### config.mk
export PLATFORM = sky130hd
export DESIGN_NAME = shf_unit
export DESIGN_NICKNAME = d
export VERILOG_FILES = /design/src/rtl/shf_pkg.sv /design/src/rtl/shf_amt_sel.sv /design/src/rtl/shf_core.sv /design/src/rtl/shf_flags.sv /design/src/rtl/shf_unit.sv
export SDC_FILE = /design/constraint.sdc
export NUM_CORES = 1
export LEC_CHECK = 0
export CORE_MARGIN = 2
export CORE_UTILIZATION = 45
export DETAILED_ROUTE_END_ITERATION = 12
export HOLD_SLACK_MARGIN = 0.06
export PLACE_DENSITY = 0.8
export SYNTH_ARGS = -nofsm -noshare
export SYNTH_HDL_FRONTEND = slang
export SYNTH_SLANG_ARGS = --single-unit
### constraint.sdc
create_clock -name clk -period 6.3 [get_ports clk]
set_input_delay 1.26 -clock clk [delete_from_list [all_inputs] [get_ports clk]]
set_output_delay 1.26 -clock clk [all_outputs]
set_load 0.05 [all_outputs]
### src/rtl/shf_pkg.sv
package shf_pkg;
    typedef enum logic [1:0] {
        SHK_LSL = 2'b00,
        SHK_LSR = 2'b01,
        SHK_ASR = 2'b10,
        SHK_ALT = 2'b11
    } shf_kind_e;

    typedef enum logic [1:0] {
        SHS_REG  = 2'b00,
        SHS_IMM  = 2'b01,
        SHS_IMMH = 2'b10,
        SHS_ALT  = 2'b11
    } shf_src_e;
endpackage

### src/rtl/shf_amt_sel.sv
module shf_amt_sel #(
    parameter int WIDTH = 32,
    parameter int IMM_W = 4,
    localparam int AMT_W = $clog2(WIDTH)
) (
    input  logic [WIDTH-1:0] amt_reg_i,
    input  logic [IMM_W-1:0] imm_i,
    input  logic [1:0]       src_i,
    output logic [AMT_W-1:0] amt_o
);
    import shf_pkg::*;
    localparam int IMM_OFS = 2 ** IMM_W;

    shf_src_e src;
    assign src = shf_src_e'(src_i);

    always_comb begin
        unique case (src)
            SHS_IMM:  amt_o = AMT_W'(imm_i);
            SHS_IMMH: amt_o = AMT_W'(imm_i) + AMT_W'(IMM_OFS);
            default:  amt_o = amt_reg_i[AMT_W-1:0];
        endcase
    end
endmodule

### src/rtl/shf_core.sv
module shf_core #(
    parameter int WIDTH = 32,
    localparam int AMT_W = $clog2(WIDTH)
) (
    input  logic [WIDTH-1:0] opnd_i,
    input  logic [AMT_W-1:0] amt_i,
    input  logic [1:0]       kind_i,
    output logic [WIDTH-1:0] res_o,
    output logic             c_o
);
    import shf_pkg::*;

    shf_kind_e kind;
    assign kind = shf_kind_e'(kind_i);

    // Left: a guard bit above the operand catches the last bit out.
    // Right: a guard bit below the operand catches the last bit out.
    logic        [WIDTH:0] left_x;
    logic        [WIDTH:0] lsr_x;
    logic signed [WIDTH:0] asr_in;
    logic signed [WIDTH:0] asr_x;

    always_comb begin
        left_x = {1'b0, opnd_i} << amt_i;
        lsr_x  = {opnd_i, 1'b0} >> amt_i;
        asr_in = {opnd_i, 1'b0};
        asr_x  = asr_in >>> amt_i;
    end

    always_comb begin
        unique case (kind)
            SHK_LSR: begin
                res_o = lsr_x[WIDTH:1];
                c_o   = lsr_x[0];
            end
            SHK_ASR: begin
                res_o = asr_x[WIDTH:1];
                c_o   = asr_x[0];
            end
            default: begin
                res_o = left_x[WIDTH-1:0];
                c_o   = left_x[WIDTH];
            end
        endcase
    end
endmodule

### src/rtl/shf_flags.sv
module shf_flags #(
    parameter int WIDTH = 32
) (
    input  logic [WIDTH-1:0] res_i,
    output logic             n_o,
    output logic             z_o
);
    always_comb begin
        n_o = res_i[WIDTH-1];
        z_o = ~|res_i;
    end
endmodule

### src/rtl/shf_unit.sv
module shf_unit #(
    parameter int WIDTH = 32,
    parameter int IMM_W = 4,
    localparam int AMT_W = $clog2(WIDTH)
) (
    input  logic             clk,
    input  logic             rst_n,
    input  logic [WIDTH-1:0] opnd_i,
    input  logic [WIDTH-1:0] amt_reg_i,
    input  logic [IMM_W-1:0] imm_i,
    input  logic [1:0]       kind_i,
    input  logic [1:0]       src_i,
    input  logic             v_i,
    output logic [WIDTH-1:0] res_o,
    output logic             n_o,
    output logic             z_o,
    output logic             v_o,
    output logic             c_o
);
    logic [AMT_W-1:0] amt;
    logic [WIDTH-1:0] res_d;
    logic             c_d;
    logic             n_d;
    logic             z_d;

    shf_amt_sel #(.WIDTH(WIDTH), .IMM_W(IMM_W)) u_amt (
        .amt_reg_i (amt_reg_i),
        .imm_i     (imm_i),
        .src_i     (src_i),
        .amt_o     (amt)
    );

    shf_core #(.WIDTH(WIDTH)) u_core (
        .opnd_i (opnd_i),
        .amt_i  (amt),
        .kind_i (kind_i),
        .res_o  (res_d),
        .c_o    (c_d)
    );

    shf_flags #(.WIDTH(WIDTH)) u_flags (
        .res_i (res_d),
        .n_o   (n_d),
        .z_o   (z_d)
    );

    always_ff @(posedge clk) begin
        if (!rst_n) begin
            res_o <= '0;
            n_o   <= 1'b0;
            z_o   <= 1'b0;
            v_o   <= 1'b0;
            c_o   <= 1'b0;
        end else begin
            res_o <= res_d;
            n_o   <= n_d;
            z_o   <= z_d;
            v_o   <= v_i;
            c_o   <= c_d;
        end
    end

    AST_V_PASS: assert property (@(posedge clk) disable iff (!rst_n)
        1'b1 |=> v_o == $past(v_i));
    AST_N_SIGN: assert property (@(posedge clk) disable iff (!rst_n)
        n_o == res_o[WIDTH-1]);
    AST_ZERO_AMT: assert property (@(posedge clk) disable iff (!rst_n)
        (src_i == 2'b01 && imm_i == '0) |=> res_o == $past(opnd_i) && !c_o);
    AST_ASR_SIGN: assert property (@(posedge clk) disable iff (!rst_n)
        kind_i == 2'b10 |=> res_o[WIDTH-1] == $past(opnd_i[WIDTH-1]));
    AST_LSR_HIGH: assert property (@(posedge clk) disable iff (!rst_n)
        (kind_i == 2'b01 && src_i == 2'b10) |=> res_o[WIDTH-1:WIDTH/2] == '0);
    AST_LSL_LOW: assert property (@(posedge clk) disable iff (!rst_n)
        (kind_i == 2'b00 && src_i == 2'b10) |=> res_o[WIDTH/2-1:0] == '0);
endmodule

==> results.md <==
- Filler instances: 1162
- Outcome: completed
- Post-synthesis compound-gate area fraction: 47.64%
- Crit path largest cell delay: 0.65 ns
- Avg Inst Size Synth: 6.528 um^2
- Global-route wire length before repair: 37.61 mm
- Drc violations: 0
- Core Area: 11370 um^2
- Largest family of logic cells by synthesized area: compound AO/OA/AOI/OAI gates
- Type of the worst min-delay path: input port to flop
- Netlist cell types: 66
- CP arrival: 5.62 ns
- Achievable frequency: 185.3 MHz
- Multi-input combinational cell area: 4139 um^2
- Critical Path Most Common Cell: nand2_1
- Met2 GRT Util: 55.68%
- WHS Endpoint: v_o$_SDFF_PN0_
- FF+latch area: 700.7 um^2
- Slowest-stage cell, CP: ha_1
- Initial DRT Pass Iterations: 6
- Power Dens Cells: 246.6 nW/um^2
- Number of global-route vias before repair: 6517
- IO Port Bufs: 83
- Die Ht: 111.7 um
- Share of the synthesized area in the top cell type: 13.43%
- Area grow syn2layout: 20.10%
- Met3 GRT Util: 8.057%
- Largest area contributor in the synthesized netlist: dfxtp_1
- Initial Util: 45.88%
- M1 GR Usage: 52.93%
- # diodes: 0
- Syn Inst Count: 799
- Area after DPL: 6096 um^2
- Worst Setup End Kind: flop
- H-tree Lvls: 2
- Post-DRT Antenna Nets: 0
- Reg clk slew, reported paths: 0.05 ns
- Hold Crit Depth: 2
- Deepest clock path buffer count: 2
- Fin crit period: 5.396 ns
- WL final: 24.34 mm
- Root Driver: clkbuf_16
- Final period utilization: 85.65%
- Finished Cell Area: 6265 um^2
- Synth top cells by count: 103 x nor2_1, 84 x nand2_1, 81 x o21ai_0
- Worst-margin pin slew: 0.9870 ns
- XOR/XNOR Fraction of Synth Area: 0%
- Most common cell in the netlist: nor2_1
- Number of vias per cell: 7.277
- CTS tree: built
- Max IR drop VDD: 0.2703 mV
- Total grt overflow: 0
- Initial antenna violation count: 0
- Rows: 39
- Post-CTS Repair Setup Buffers: 0
- Fraction of registers with async set/reset: 0%
- Critical path type: input port to flop
- Clock sinks: 35
- Netlist Area Pre-Place: 5216 um^2
- Synth Area in Simple Gates: 23.10%
- Crit path launch type: input port
- Final-report hold violation count: 0
- GR peak layer: met2
- Sequential fraction of the synthesis area: 13.43%
- Leak Pwr: 2.202 nW
- Predominant post-synthesis flop cell: dfxtp_1
- CP Cell Sequence: clkdlybuf4s50_1 > inv_1 > ha_1 > nand2_1 > o21a_2 > buf_4 > o211ai_1 > nand2_1 > a221oi_1 > nor2_1 > nor3_1 > nand4_1 > nor4_1 > and3_1
- FF+latch count, synth: 35
- Final setup fails: 0
- Hold_buf cts: 0
- Synth Area in Adders: 0.9595%
- DP Wirelength: 18.66 mm
- Number of flops mapped to enable cells by yosys: 0
- DRT iter0 DRCs: 1384
- CTS Buf Count: 5
- RSZ-0062 raised after global routing: false
- Critical Path RT: 6.52 ns
- Main area contributors after synthesis: dfxtp_1 13%, o21ai_0 7.8%, nor2_1 7.4%, o211ai_1 6.5%, a21oi_1 6.2%
- Vias: 7153
- Gr usage total: 37.67%
- Post-DR wirelength/cell: 24.76 um
- Boundary pin count: 111
- Fin Setup TNS: 0 ns
- Ys Warns: 0
- Share of post-route cells with drive strength above 1: 8.095%
- Post-CTS Resized: 0
- Syn_nets: 878
- Largest net degree at the start of global routing: 42
- Slew Viols, Final: 0
- CP max FO: 38
- Multiplexer share of the synthesized area: 7.052%
- Max-cap violations: 0
- Final GP Congestion: 1.127
- Worst Min Path Start: v_i
- Total Nets Final: 918
- Die width: 111.7 um
- Worst path bufs/invs: 3
- Crit path max-delay family: simple AND/OR/NAND/NOR gates
- Die area: 12470 um^2
- Slew margin rel.: 33.96%
## registers in the layout, indices dropped and copies added, names as in the netlist
signal and count:
c_o 1, res_o 32, z_o 1, v_o 1
## layout make-up
type | instances | area share (%)
multi-input combinational | 681 | 66.07
timing repair buffer | 109 | 16.78
sequential | 35 | 11.18
tap | 143 | 2.856
clock buffer | 5 | 1.997
clock inverter | 3 | 0.6990
inverter | 7 | 0.4194
## per-stage QoR
stage	total power, mW	setup slack (ns)	std cells	hold WS (ns)	util, %
floorplan	0.9079	2.450	799	1.382	-
global placement	1.232	0.8225	975	1.842	53.62
detailed placement	1.227	0.7928	975	1.848	53.62
CTS	1.505	1.102	983	1.559	55.10
global route	1.607	0.6794	983	1.564	55.10
finish	1.545	0.9040	983	1.560	55.10
## metal layers
layer  up-vias  routed length [um]
li1       3199                   -
met1      3278                9642
met2       578               10340
met3        98                3077
met4         0                1283
met5         -                   0
## report_power, final
group | internal, mW | leakage, nW | total [mW] | switching, mW
clock network | 0.186 | 0.0838 | 0.278 | 0.0919
registers | 0.249 | 0.288 | 0.256 | 0.00720
logic | 0.320 | 1.83 | 1.01 | 0.690
## placed cells by master (no fill, tap or decap), types with 5 or more instances in the layout
| cell | n |
|---|---|
| nor4_1 | 5 |
| a31oi_1 | 13 |
| nand3_1 | 32 |
| a311oi_1 | 5 |
| o32ai_1 | 10 |
| o221ai_1 | 17 |
| o22a_1 | 6 |
| nor2_1 | 103 |
| nor3_1 | 23 |
| inv_1 | 7 |
| mux2i_1 | 20 |
| clkdlybuf4s50_1 | 83 |
| dfxtp_1 | 35 |
| buf_4 | 24 |
| a221oi_1 | 7 |
| o211ai_1 | 45 |
| nand4_1 | 7 |
| a211oi_1 | 13 |
| mux4_2 | 5 |
| a21oi_1 | 65 |
| o22ai_1 | 45 |
| nor2_2 | 5 |
| nand2_1 | 84 |
| a22oi_1 | 12 |
| clkbuf_16 | 5 |
| o31ai_1 | 6 |
| o21ai_0 | 81 |
## cell families (layout without fill, tap and decap cells)
group	Yosys count	after routing
compound gates	371	371
simple gates	276	276
buf+inv	83	124
flops	35	35
mux	30	30
fa+ha+maj	4	4
## worst max-delay path by stage
stage                     startpoint             end  slack (ns)  cells after the start
after CTS                   src_i[0]  z_o$_SDFF_PN0_        1.10                     14
final                       src_i[0]  z_o$_SDFF_PN0_        0.90                     14
after detailed placement    src_i[0]  z_o$_SDFF_PN0_        0.79                     14
after global routing        src_i[0]  z_o$_SDFF_PN0_        0.68                     13
after global placement      src_i[0]  z_o$_SDFF_PN0_        0.82                     14
after floorplan             src_i[0]  z_o$_SDFF_PN0_        2.45                     14
Note: power is estimated with default switching activity, not from simulation.
